File: src/rtl/err_agg_pkg.sv
package err_agg_pkg;
   // Control register field positions (software-visible layout)
   localparam int CTRL_ARM_BIT = 0;
   localparam int CTRL_VEC_LSB = 16;

   function automatic int addr_bits_needed(input int num_leaf);
      return $clog2(2 * num_leaf + 2);
   endfunction
endpackage

File: src/rtl/err_leaf.sv
module err_leaf #(
   parameter int LEAF_W = 8
) (
   input  logic              clk,
   input  logic              rst_n,
   input  logic [LEAF_W-1:0] err_ev,
   input  logic              sts_w1c,
   input  logic              msk_wr,
   input  logic [LEAF_W-1:0] wdata,
   output logic [LEAF_W-1:0] sts_o,
   output logic [LEAF_W-1:0] msk_o,
   output logic              hit_o
);
   logic [LEAF_W-1:0] sts_q, msk_q, clr_bits;

   assign clr_bits = sts_w1c ? wdata : '0;

   always_ff @(posedge clk) begin
      if (!rst_n) begin
         sts_q <= '0;
         msk_q <= '0;
      end else begin
         sts_q <= (sts_q & ~clr_bits) | err_ev;
         if (msk_wr) msk_q <= wdata;
      end
   end

   assign sts_o = sts_q;
   assign msk_o = msk_q;
   assign hit_o = |(sts_q & msk_q);

   // Recorded bits survive any cycle without a clear
   AST_STATUS_STICKY: assert property (@(posedge clk) disable iff (!rst_n)
      !sts_w1c |=> ((sts_q & $past(sts_q)) == $past(sts_q))) else $error("sticky");
   // A fully masked leaf never reports upward
   AST_MASKED_QUIET: assert property (@(posedge clk) disable iff (!rst_n)
      (msk_q == '0) |-> !hit_o) else $error("masked");
endmodule

File: src/rtl/err_central.sv
module err_central #(
   parameter int NUM_LEAF = 4,
   parameter int VEC_W    = 11
) (
   input  logic                clk,
   input  logic                rst_n,
   input  logic [NUM_LEAF-1:0] leaf_hit,
   input  logic                ctrl_wr,
   input  logic                wr_arm,
   input  logic [VEC_W-1:0]    wr_vec,
   input  logic                irq_ack,
   output logic                arm_o,
   output logic [VEC_W-1:0]    vec_o,
   output logic                irq_req,
   output logic [VEC_W-1:0]    irq_vec
);
   logic             arm_q, req_q, any_err;
   logic [VEC_W-1:0] vec_q, qvec_q;

   assign any_err = |leaf_hit;

   always_ff @(posedge clk) begin
      if (!rst_n) begin
         arm_q  <= 1'b0;
         req_q  <= 1'b0;
         vec_q  <= '0;
         qvec_q <= '0;
      end else begin
         if (req_q && irq_ack) begin
            req_q <= 1'b0;
            arm_q <= 1'b0;
         end else if (!req_q && arm_q && any_err) begin
            req_q  <= 1'b1;
            qvec_q <= vec_q;
         end
         // A software write in the same cycle overrides the hardware clear
         if (ctrl_wr) begin
            arm_q <= wr_arm;
            vec_q <= wr_vec;
         end
      end
   end

   assign arm_o   = arm_q;
   assign vec_o   = vec_q;
   assign irq_req = req_q;
   assign irq_vec = qvec_q;

   AST_REQ_NEEDS_ARM: assert property (@(posedge clk) disable iff (!rst_n)
      $rose(req_q) |-> $past(arm_q)) else $error("unarmed request");
   AST_REQ_HOLD: assert property (@(posedge clk) disable iff (!rst_n)
      (req_q && !irq_ack) |=> (req_q && $stable(qvec_q))) else $error("hold");
   AST_ACK_DISARMS: assert property (@(posedge clk) disable iff (!rst_n)
      (req_q && irq_ack && !ctrl_wr) |=> (!arm_q && !req_q)) else $error("disarm");
endmodule

File: src/rtl/err_aggregator.sv
module err_aggregator
   import err_agg_pkg::*;
#(
   parameter int NUM_LEAF = 4,
   parameter int LEAF_W   = 8,
   parameter int VEC_W    = 11,
   parameter int ADDR_W   = 4,
   parameter int DATA_W   = 32
) (
   input  logic                       clk,
   input  logic                       rst_n,
   input  logic [NUM_LEAF*LEAF_W-1:0] err_in,
   input  logic                       bus_wr,
   input  logic [ADDR_W-1:0]          bus_addr,
   input  logic [DATA_W-1:0]          bus_wdata,
   output logic [DATA_W-1:0]          bus_rdata,
   output logic                       irq_req,
   output logic [VEC_W-1:0]           irq_vec,
   input  logic                       irq_ack
);
   localparam int CTRL_ADDR = 2 * NUM_LEAF;
   localparam int SUM_ADDR  = 2 * NUM_LEAF + 1;

   // Elaboration-time parameter checks
   if (NUM_LEAF < 1)                      begin : g_bad_leaf  $error("NUM_LEAF must be at least 1"); end
   if (LEAF_W > DATA_W)                   begin : g_bad_lw    $error("LEAF_W exceeds DATA_W"); end
   if (NUM_LEAF > DATA_W)                 begin : g_bad_sum   $error("summary does not fit DATA_W"); end
   if (CTRL_VEC_LSB + VEC_W > DATA_W)     begin : g_bad_vec   $error("vector does not fit DATA_W"); end
   if (ADDR_W < addr_bits_needed(NUM_LEAF)) begin : g_bad_addr $error("ADDR_W too small"); end

   logic [LEAF_W-1:0] sts_a [NUM_LEAF];
   logic [LEAF_W-1:0] msk_a [NUM_LEAF];
   logic [NUM_LEAF-1:0] hit;
   logic             arm;
   logic [VEC_W-1:0] vec;
   logic             ctrl_wr;
   logic             unused_wdata_bits;

   assign ctrl_wr           = bus_wr && (bus_addr == ADDR_W'(CTRL_ADDR));
   assign unused_wdata_bits = ^bus_wdata;

   for (genvar i = 0; i < NUM_LEAF; i++) begin : g_leaf
      err_leaf #(.LEAF_W(LEAF_W)) u_leaf (
         .clk     (clk),
         .rst_n   (rst_n),
         .err_ev  (err_in[i*LEAF_W +: LEAF_W]),
         .sts_w1c (bus_wr && (bus_addr == ADDR_W'(i))),
         .msk_wr  (bus_wr && (bus_addr == ADDR_W'(NUM_LEAF + i))),
         .wdata   (bus_wdata[LEAF_W-1:0]),
         .sts_o   (sts_a[i]),
         .msk_o   (msk_a[i]),
         .hit_o   (hit[i])
      );
   end

   err_central #(.NUM_LEAF(NUM_LEAF), .VEC_W(VEC_W)) u_central (
      .clk      (clk),
      .rst_n    (rst_n),
      .leaf_hit (hit),
      .ctrl_wr  (ctrl_wr),
      .wr_arm   (bus_wdata[CTRL_ARM_BIT]),
      .wr_vec   (bus_wdata[CTRL_VEC_LSB +: VEC_W]),
      .irq_ack  (irq_ack),
      .arm_o    (arm),
      .vec_o    (vec),
      .irq_req  (irq_req),
      .irq_vec  (irq_vec)
   );

   always_comb begin
      bus_rdata = '0;
      for (int i = 0; i < NUM_LEAF; i++) begin
         if (bus_addr == ADDR_W'(i))            bus_rdata[LEAF_W-1:0] = sts_a[i];
         if (bus_addr == ADDR_W'(NUM_LEAF + i)) bus_rdata[LEAF_W-1:0] = msk_a[i];
      end
      if (bus_addr == ADDR_W'(CTRL_ADDR)) begin
         bus_rdata[CTRL_ARM_BIT]              = arm;
         bus_rdata[CTRL_VEC_LSB +: VEC_W]     = vec;
      end
      if (bus_addr == ADDR_W'(SUM_ADDR)) bus_rdata[NUM_LEAF-1:0] = hit;
   end

   // Out of reset nothing is requested
   AST_RESET_QUIET: assert property (@(posedge clk)
      !rst_n |=> !irq_req) else $error("reset");
endmodule

File: config.mk
export PLATFORM = sky130hd
export DESIGN_NAME = err_aggregator
export DESIGN_NICKNAME = d
export VERILOG_FILES = /design/src/rtl/err_agg_pkg.sv /design/src/rtl/err_leaf.sv /design/src/rtl/err_central.sv /design/src/rtl/err_aggregator.sv
export SDC_FILE = /design/constraint.sdc
export NUM_CORES = 1
export LEC_CHECK = 0
export ABC_AREA = 1
export BUFFER_PORTS_ARGS = -buffer_cell sky130_fd_sc_hd__buf_2
export CORE_ASPECT_RATIO = 1.2
export CORE_UTILIZATION = 47
export CTS_CLUSTER_SIZE = 25
export DETAILED_ROUTE_END_ITERATION = 8
export PLACE_DENSITY = 0.8
export SYNTH_ARGS = -nofsm -noshare
export SYNTH_HDL_FRONTEND = slang
export SYNTH_SLANG_ARGS = --single-unit
File: constraint.sdc
create_clock -name clk -period 1.3 [get_ports clk]
set_clock_uncertainty 0.1 [all_clocks]
set_input_delay 0.13 -clock clk [delete_from_list [all_inputs] [get_ports clk]]
set_output_delay 0.13 -clock clk [all_outputs]
set_load 0.01 [all_outputs]
# [After elaboration in Yosys (flattened, before gate mapping)]
# Cells that the tools add are included.
[op_classes] bitwise_logic=18 n_reduce_logical=22 n_eq_ne=9 muxes=17
[ops] op="8-bit two-way mux" count=12
[ops] op="8-bit bitwise AND" count=8
[ops] op="8-bit inverter" count=4
[ops] op="8-bit bitwise OR" count=4
[ops] op="32-bit OR reduction" count=1
[ops] op="8-bit OR reduction" count=4
[ops] op="4-bit by 3-bit == test with 1-bit output (second input constant)" count=4
[ops] op="1-bit logical AND" count=12
[ops] op="11-bit two-way mux" count=1
[ops] op="4-bit by 2-bit == test with 1-bit output (second input constant)" count=2
[ops] op="4-bit == test (second input constant)" count=2
[ops] op="4-bit by 1-bit == test with 1-bit output (second input constant)" count=1
[ops] op="4-bit zero test" count=1
[ops] op="4-bit two-way mux" count=1
[ops] op="1-bit two-way mux" count=3
[ops] op="1-bit inverter" count=2
[ops] op="2-bit AND reduction" count=1
[ops] op="2-bit nonzero test" count=1
[ops] op="2-bit OR reduction" count=1
[ops] op="1-bit zero test" count=1
[totals] output_inout_bits=44 wordCells=78 regBits=88 in_bits=72

# [Longest topological paths before layout]
# Gate-level depths: netlist of the first run.
[depth] ltp_word=11 ltp_mapped=10 mapped_depth_nobuf=9

# [Modules after synthesis]
# From an unflattened synthesis of the first run, not the netlist that was laid out.
[hier_totals] cells_unflattened=676 hier_area_um2=4355.4
[modules_own_cells] mod="err_leaf" area_each_um2=619.3 cells_each=90 seq_area_each_um2=320.3 instances=4
[modules_own_cells] mod="err_central" area_each_um2=955.9 cells_each=122 seq_area_each_um2=480.5 instances=1
[modules_own_cells] mod="err_aggregator" area_each_um2=922.1 cells_each=194 seq_area_each_um2=0.0 instances=1

# [Worst setup path after synthesis of the first run]
# OpenSTA, ideal clock, no wires.
[synth_timing] kind="reg2reg" start="register g_leaf[0].u_leaf.msk_q[2]" end="register u_central.qvec_q[2] (netlist: u_central.irq_vec[2])" slack_ns=0.001 path_stages_with_launch=10 arrival_time_ns=1.084 path_cell_list="dfxtp_1 nand2_1 and3_1 nand2_1 nor2_1 nand2_1 buf_2 nand3_1 nand2_1 nor2_1"
[synth_between] elab_chain_len=4
[synth_rtl] element="start, declared" line="err_leaf.sv:14" rtl="logic [LEAF_W-1:0] sts_q, msk_q, clr_bits;"
[synth_rtl] element="start signal, assigned" line="err_leaf.sv:24" rtl="if (msk_wr) msk_q <= wdata;"
[synth_rtl] element="8-bit bitwise AND" line="err_leaf.sv:30" rtl="assign hit_o = |(sts_q & msk_q);"
[synth_rtl] element="32-bit OR reduction" line="err_central.sv:20" rtl="assign any_err = |leaf_hit;"
[synth_rtl] element="1-bit logical AND" line="err_central.sv:32" rtl="end else if (!req_q && arm_q && any_err) begin"
[synth_rtl] element="2-bit AND reduction (no line)"
[synth_rtl] element="end signal, assigned" line="err_central.sv:34" rtl="qvec_q <= vec_q;"
[synth_rtl] element="end, declared" line="err_central.sv:18" rtl="logic [VEC_W-1:0] vec_q, qvec_q;"
# Every way passes these cells.
# A chain may end at the register's enable or synchronous reset.

# [Final worst setup path of the first run]
[layout_timing] start="register g_leaf[1].u_leaf.sts_q[0]" end="output bus_rdata[0]"
[layout_between] elab_chain_len=8
[layout_rtl] element="start, declared" line="err_leaf.sv:14"
[layout_rtl] element="start signal, assigned" line="err_leaf.sv:23" rtl="sts_q <= (sts_q & ~clr_bits) | err_ev;"
[layout_rtl] element="8-bit two-way mux" line="err_aggregator.sv:73" rtl="if (bus_addr == ADDR_W'(i)) bus_rdata[LEAF_W-1:0] = sts_a[i];"
[layout_rtl] element="8-bit two-way mux" line="err_aggregator.sv:74" rtl="if (bus_addr == ADDR_W'(NUM_LEAF + i)) bus_rdata[LEAF_W-1:0] = msk_a[i];"
[layout_rtl] element="8-bit two-way mux" line="err_aggregator.sv:73"
[layout_rtl] element="8-bit two-way mux" line="err_aggregator.sv:74"
[layout_rtl] element="8-bit two-way mux" line="err_aggregator.sv:73"
[layout_rtl] element="8-bit two-way mux" line="err_aggregator.sv:74"
[layout_rtl] element="1-bit two-way mux" line="err_aggregator.sv:76" rtl="if (bus_addr == ADDR_W'(CTRL_ADDR)) begin"
[layout_rtl] element="4-bit two-way mux" line="err_aggregator.sv:80" rtl="if (bus_addr == ADDR_W'(SUM_ADDR)) bus_rdata[NUM_LEAF-1:0] = hit;"
[layout_rtl] element="end, declared" line="err_aggregator.sv:16" rtl="output logic [DATA_W-1:0] bus_rdata,"
# Every way passes these cells.

==> run summary, run 1 <==
Outcome = finished with violations
Failing checks = negative setup slack
Setup crit start kind = register
Final min period = 1.76 ns
Largest net degree at the start of global routing = 53
Seq cells post-synth = 88
Vias in the first global route = 5260
Setup CP Type = reg2out
Worst hold slack = 0.0237 ns
HPWL after detailed placement = 10300 um
Relative slew slack = 67.2%
RSZ-0062 raised after global routing = yes
Die area = 9310 um2
Crit path buffers/inverters = 3
Crit-path max FO = 2
Top cell family by delay on the critical path = simple AND/OR/NAND/NOR gates
R2r setup slk = -0.42 ns
Max rail drop VDD = 696 uV
Clk buf depth = 2
Reg2reg start = g_leaf[0].u_leaf.sts_o[5]$_SDFF_PN0_
Worst-Margin Slew = 0.487 ns
Sequential share of the synthesized area = 42.0%
Placed cell area = 5350 um2
CP max stage cell = dfxtp_2
WHS Endpoint = g_leaf[0].u_leaf.msk_o[1]$_SDFFE_PN0P_
Setup TNS = -9.54 ns
I/O Buffers = 89
TritonCTS clock tree = done
Final Hold Vio Count = 0
First-pass GRT wire length = 25500 um
Clk root buf = clkbuf_8
H-Tree Depth = 3
Fill count = 557
Crit path DAT = 1.53 ns
Max-cap violations = 0
P per Cell Area = 908 nW/um2
Tot GR Track Use = 36.8%
Initial antenna violation count = 2
Post-route ant nets = 0
Max Clk Rate = 568 MHz
Pre-Repair DR Iteration Count = 5
Hold path cells = 3
I/O Pins = 116
Setup crit end kind = primary output
Worst flop-to-flop path endpoint = u_central.irq_vec[3]$_SDFFE_PN0P_
# setup viols final = 32
Syn_area_per_cell = 6.64 um2
Tcrit/Tclk final = 135%
Register-to-Register Path Depth = 12
Gr ovfl total = 0
Nets = 931
Routed WL = 17700 um
Syn Inst Count = 632
Req. time, crit path = 1.07 ns
Initial Utilization = 48.7%
Initial DRC Count = 439
Worst-Skew Late Latency = 0.38 ns
Commonest cells after routing, fill and taps aside = nand2_1 (114), buf_2 (82), a21oi_1 (79), buf_4 (70), inv_1 (66)
Placeable core area = 8610 um2
Placer Congestion = 0.940
Hold path start = bus_wdata[1]
Cell row count = 37
Final setup margin = -0.461 ns
Hold Crit Class = in2reg
Die Y = 105 um
Via count = 5364
Leak pwr = 3.17 nW
Proportion of layout cells with a drive suffix above 1 = 41.6%
Die W = 88.2 um
Total clock sinks = 88
Final Max Slew Viols = 0
Yosys warns = 0
Cell Chain, Critical Path = buf_4 -> inv_2 -> nor2_2 -> nor2_4 -> nand4_1 -> nor2_1 -> nand4_1 -> buf_4
Crit-path max cell delay = 0.34 ns
Fin area = 6850 um2
Final Power = 6.22 mW
# DRC = 0
Post-DR vias/cell = 5.46
Total CTS buffers = 9
Most common cell after layout, fill and taps aside = nand2_1
Post-Syn Area = 4190 um2
DR WL/cell = 18.0 um
Synth cell types = 25
Synthesis-to-layout area growth = 63.2%
Reg clk slew, reported paths = 0.09 ns
[Yosys cell counts]
cell type  number  share of area (%)
nor2_4          3               0.81
nor3_1          1               0.12
inv_2           8               0.72
nand4_1         8                1.2
conb_1          1              0.089
nand3_1        40                4.8
nor2_2          2               0.30
and3_1          1               0.15
dfxtp_1        88                 42
inv_1          71                6.4
nor2_1         53                4.7
a21oi_1        93                 11
clkinv_1        1              0.089
or2_0           1               0.15
nand2_2         6               0.90
nand2_1       154                 14
clkbuf_1       12                1.1
buf_4          15                2.7
buf_2           9                1.1
o22ai_1         2               0.30
buf_1           1              0.089
clkinv_2        1               0.12
nor3_2          1               0.24
o21ai_0        15                1.8
o21ai_1        45                5.4
[logic make-up after synthesis]
family | after synthesis | synth area share (%)
other | 1 | 0.0894
AO/OA/AOI/OAI | 155 | 18.6
buffers and inverters | 118 | 12.2
AND/OR/NAND/NOR | 270 | 27.1
flip-flops | 88 | 42.0
[worst max path at each step]
stage / to / cells past startpoint / from / slack [ns]
global route: bus_rdata[0] / 8 / g_leaf[1].u_leaf.sts_o[0]$_SDFF_PN0_ / -0.58
detailed placement: bus_rdata[3] / 11 / bus_addr[2] / -0.30
global placement: bus_rdata[3] / 11 / bus_addr[2] / -0.25
floorplan: u_central.irq_vec[2]$_SDFFE_PN0P_ / 9 / g_leaf[0].u_leaf.msk_o[2]$_SDFFE_PN0P_ / 0.001
finish: bus_rdata[0] / 8 / g_leaf[1].u_leaf.sts_o[0]$_SDFF_PN0_ / -0.46
CTS: bus_rdata[0] / 8 / g_leaf[0].u_leaf.sts_o[0]$_SDFF_PN0_ / -0.46
[stage by stage]
step,setup slack (ns),cells,util (%)
after floorplan,0.00132,644,-
after global placement,-0.254,905,62.2
after detailed placement,-0.296,905,62.2
after CTS,-0.460,979,75.4
after global routing,-0.576,982,79.5
final,-0.461,982,79.5
[state kept, by name, indices dropped and copies added (netlist names)]
| signal | flops |
|---|---|
| g_leaf.u_leaf.msk_o | 32 |
| u_central.irq_vec | 11 |
| g_leaf.u_leaf.sts_o | 32 |
| u_central.vec_o | 11 |
| u_central.arm_o | 1 |
| u_central.irq_req | 1 |
[worst register-to-register path, cell delays in order (launching register included)]
cell and delay (ns):
dfxtp_2 0.34, buf_6 0.11, nand2_2 0.05, nand2_2 0.05, nor2_2 0.12, nand2_2 0.08, nor2_2 0.12, nand2_2 0.10
buf_12 0.16, buf_16 0.15, nand3_2 0.06, nand2_1 0.05, nor2_1 0.15
[layer usage]
metal / GRT usage (%) / part of all wire, %
met1: 41.5 / 34
met2: 61.6 / 48
met3: 7.60 / 11
met4: 23.6 / 7.2
met5: 0 / 0
[power breakdown]
group	total (mW)	switching (mW)	internal (mW)
Sequential	2.87	0.0689	2.80
Clock	2.02	1.02	0.999
Combinational	1.32	0.676	0.648
Total	6.22	1.77	4.45
[layout make-up]
type	instances	area, um2	area share, %
Timing Repair inverter	1	7.51	0.110
Multi-Input combinational cell	438	2400	35.1
Inverter	81	319	4.66
Timing Repair Buffer	240	1960	28.6
Sequential cell	88	1800	26.3
Clock inverter	4	52.6	0.768
Tap cell	117	146	2.14
Clock buffer	12	155	2.27
Antenna cell	1	2.50	0.0365
[repair_timing]
item                                    4_1_cts  5_1_grt
gates cloned                                  4        0
setup buffers                                 7        2
hold buffers                                 47        0
pin swaps                                    36       53
endpoints found under the setup margin       31       31
endpoints found under the hold margin        50        0
gates resized for setup                     100      102
Note: power is estimated with default switching activity, not from simulation.
==> run 2: changes to the inputs <==
--- a/config.mk
+++ b/config.mk
@@ -12,6 +12,8 @@
 export CTS_CLUSTER_SIZE = 25
 export DETAILED_ROUTE_END_ITERATION = 8
 export PLACE_DENSITY = 0.8
+export REMOVE_ABC_BUFFERS = 1
+export SLEW_MARGIN = 0
 export SYNTH_ARGS = -nofsm -noshare
 export SYNTH_HDL_FRONTEND = slang
 export SYNTH_SLANG_ARGS = --single-unit
==> run summary, run 2 (synthesis gave the netlist of run 1 again) <==
Outcome = finished with violations
Failing checks = negative setup slack
Hold path start = bus_wr
Max rail drop VDD = 565 uV (-19%)
Cell Chain, Critical Path = buf_6 -> nand2_2 -> nand2_2 -> a21oi_2 -> nand4_1 -> nor2_1 -> nand2_1 -> buf_2
WHS Endpoint = g_leaf[3].u_leaf.msk_o[7]$_SDFFE_PN0P_
Pre-Repair DR Iteration Count = 7 (+2)
Placed cell count = 901 (-0.44%)
Placeable core area = 8610 um2 (unchanged)
Setup crit start kind = register
Worst hold slack = 0.0848 ns (+0.0611 ns)
Setup CP Type = reg2out
RSZ-0062 raised after global routing = yes
Final setup margin = -0.463 ns (-0.00189 ns)
Crit path DAT = 1.53 ns (about the same)
Routed WL = 15900 um (-10%)
CP most frequent cell = nand2_2
I/O Buffers = 89 (unchanged)
HPWL after detailed placement = 9500 um (-7.4%)
# setup viols final = 29 (-9.4%)
CP max stage cell = dfxtp_2
Final Max Slew Viols = 0 (unchanged)
First-pass GRT wire length = 22900 um (-10%)
Hold path cells = 4 (+1)
TritonCTS clock tree = done
Die area = 9310 um2 (unchanged)
Worst-Skew Late Latency = 0.38 ns (about the same)
Reg2reg start = g_leaf[3].u_leaf.sts_o[1]$_SDFF_PN0_
Tot GR Track Use = 32.0% (-4.8 points)
Crit-path max FO = 2 (unchanged)
Gr ovfl total = 0 (unchanged)
Commonest cells after routing, fill and taps aside = nand2_1 (122), buf_2 (85), a21oi_1 (79), inv_1 (66), buf_4 (65)
Most common cell after layout, fill and taps aside = nand2_1
Crit path buffers/inverters = 2 (-1)
Req. time, crit path = 1.07 ns (about the same)
Synthesis-to-layout area growth = 60.4%
P per Cell Area = 893 nW/um2 (-1.7%)
Worst flop-to-flop path endpoint = u_central.irq_vec[10]$_SDFFE_PN0P_
Crit-path max cell delay = 0.34 ns (about the same)
Initial DRC Count = 306 (-30%)
Total clock sinks = 88 (unchanged)
Final Hold Vio Count = 0 (unchanged)
Total CTS buffers = 9 (unchanged)
Setup crit end kind = primary output
Register-to-Register Path Depth = 11 (-1)
# DRC = 0 (unchanged)
Final min period = 1.76 ns (+0.00189 ns)
Proportion of layout cells with a drive suffix above 1 = 39.0% (-2.6 points)
Final Power = 6.01 mW (-3.4%)
Clk buf depth = 2 (unchanged)
Vias in the first global route = 4975 (-5.4%)
Hold Crit Class = in2reg
Placer Congestion = 0.940 (about the same)
Largest net degree at the start of global routing = 53 (unchanged)
Reg clk slew, reported paths = 0.09 ns (about the same)
Initial Utilization = 48.7% (unchanged)
Post-DR vias/cell = 5.23 (-4.2%)
Die W = 88.2 um (unchanged)
Cell row count = 37 (unchanged)
Ant. Diodes = 0 (-1)
Post-route ant nets = 0 (unchanged)
Non-Filler Instances = 979 (-0.31%)
Leak pwr = 3.16 nW (-0.36%)
Tcrit/Tclk final = 136% (+0.15 points)
Initial antenna violation count = 0 (-2)
H-Tree Depth = 3 (unchanged)
Via count = 5124 (-4.5%)
Nets = 929 (-0.21%)
Die Y = 105 um (unchanged)
Clk root buf = clkbuf_8
Top cell family by delay on the critical path = simple AND/OR/NAND/NOR gates
Placed cell area = 5350 um2 (about the same)
Max Clk Rate = 567 MHz (-0.11%)
I/O Pins = 116 (unchanged)
R2r setup slk = -0.34 ns (+0.08 ns)
Setup TNS = -7.18 ns (+2.37 ns)
Max-cap violations = 0 (unchanged)
DR WL/cell = 16.2 um (-9.8%)
Fin area = 6730 um2 (-1.7%)
[run 2: cell types whose count changed in the layout (fill, tap and decap cells not counted), moves of 3 or more]
cell	delta
buf_16	-3
buf_2	+3
buf_4	-5
buf_6	-5
dfxtp_1	+5
dfxtp_2	-5
dlygate4sd3_1	+6
nand2_1	+8
nand2_2	-10
nand3_4	-3
nor2_2	-4
[run 2: area by class of cell]
class | instances | area (um2)
Clock buffer | 9 | 124
Clock inverter | 7 | 72.6
Fill cell | 586 | 1880
Inverter | 81 | 312
Multi-Input combinational cell | 438 | 2360
Sequential cell | 88 | 1800
Tap cell | 117 | 146
Timing Repair Buffer | 238 | 1910
Timing Repair inverter | 1 | 7.51
[run 2: worst max path at each step]
stage / from / to / depth (start not counted)
global placement: bus_addr[2] / bus_rdata[4] / 11
CTS: g_leaf[1].u_leaf.sts_o[0]$_SDFF_PN0_ / bus_rdata[0] / 8
detailed placement: bus_addr[2] / bus_rdata[4] / 11
finish: g_leaf[0].u_leaf.msk_o[5]$_SDFFE_PN0P_ / bus_rdata[5] / 8
floorplan: u_central.arm_o$_SDFFE_PN0P_ / u_central.irq_vec[0]$_SDFFE_PN0P_ / 5
global route: g_leaf[0].u_leaf.msk_o[5]$_SDFFE_PN0P_ / bus_rdata[5] / 8
[run 2: stage by stage]
stage               worst slack (ns)  util (%)
floorplan                     -0.250         -
global placement              -0.201      62.1
detailed placement            -0.214      62.1
CTS                           -0.451      73.6
global route                  -0.533      78.1
finish                        -0.463      78.1
[run 2: power breakdown]
part / internal [mW] / switching (mW)
Clock: 0.887 / 1.05
Combinational: 0.580 / 0.615
Sequential: 2.80 / 0.0668
Total: 4.27 / 1.74
[run 2: tightest hold or removal path, cell delays in order]
cell,delay [ns]
buf_2,0.11
buf_12,0.15
nand3_1,0.08
a21oi_1,0.06
[run 2: timing repair]
| action | 4_1_cts | 5_1_grt |
|---|---|---|
| cloned | 1 | 3 |
| endpoints found under the setup margin | 31 | 32 |
| setup buffers | 1 | 4 |
| endpoints found under the hold margin | 64 | 0 |
| pin swaps | 29 | 53 |
| gates resized for setup | 82 | 87 |
| hold buffers | 53 | 0 |
[run 2: layer usage]
metal  share of wire (%)  vias up  global-route usage, %  wire, um
met4                 4.6        0                   19.2       733
met5                   0        -                      0         0
li1                    -     2449                      -         -
met3                 5.8       60                   4.54       915
met1                  37     2394                   35.3      5840
met2                  53      221                   56.5      8410
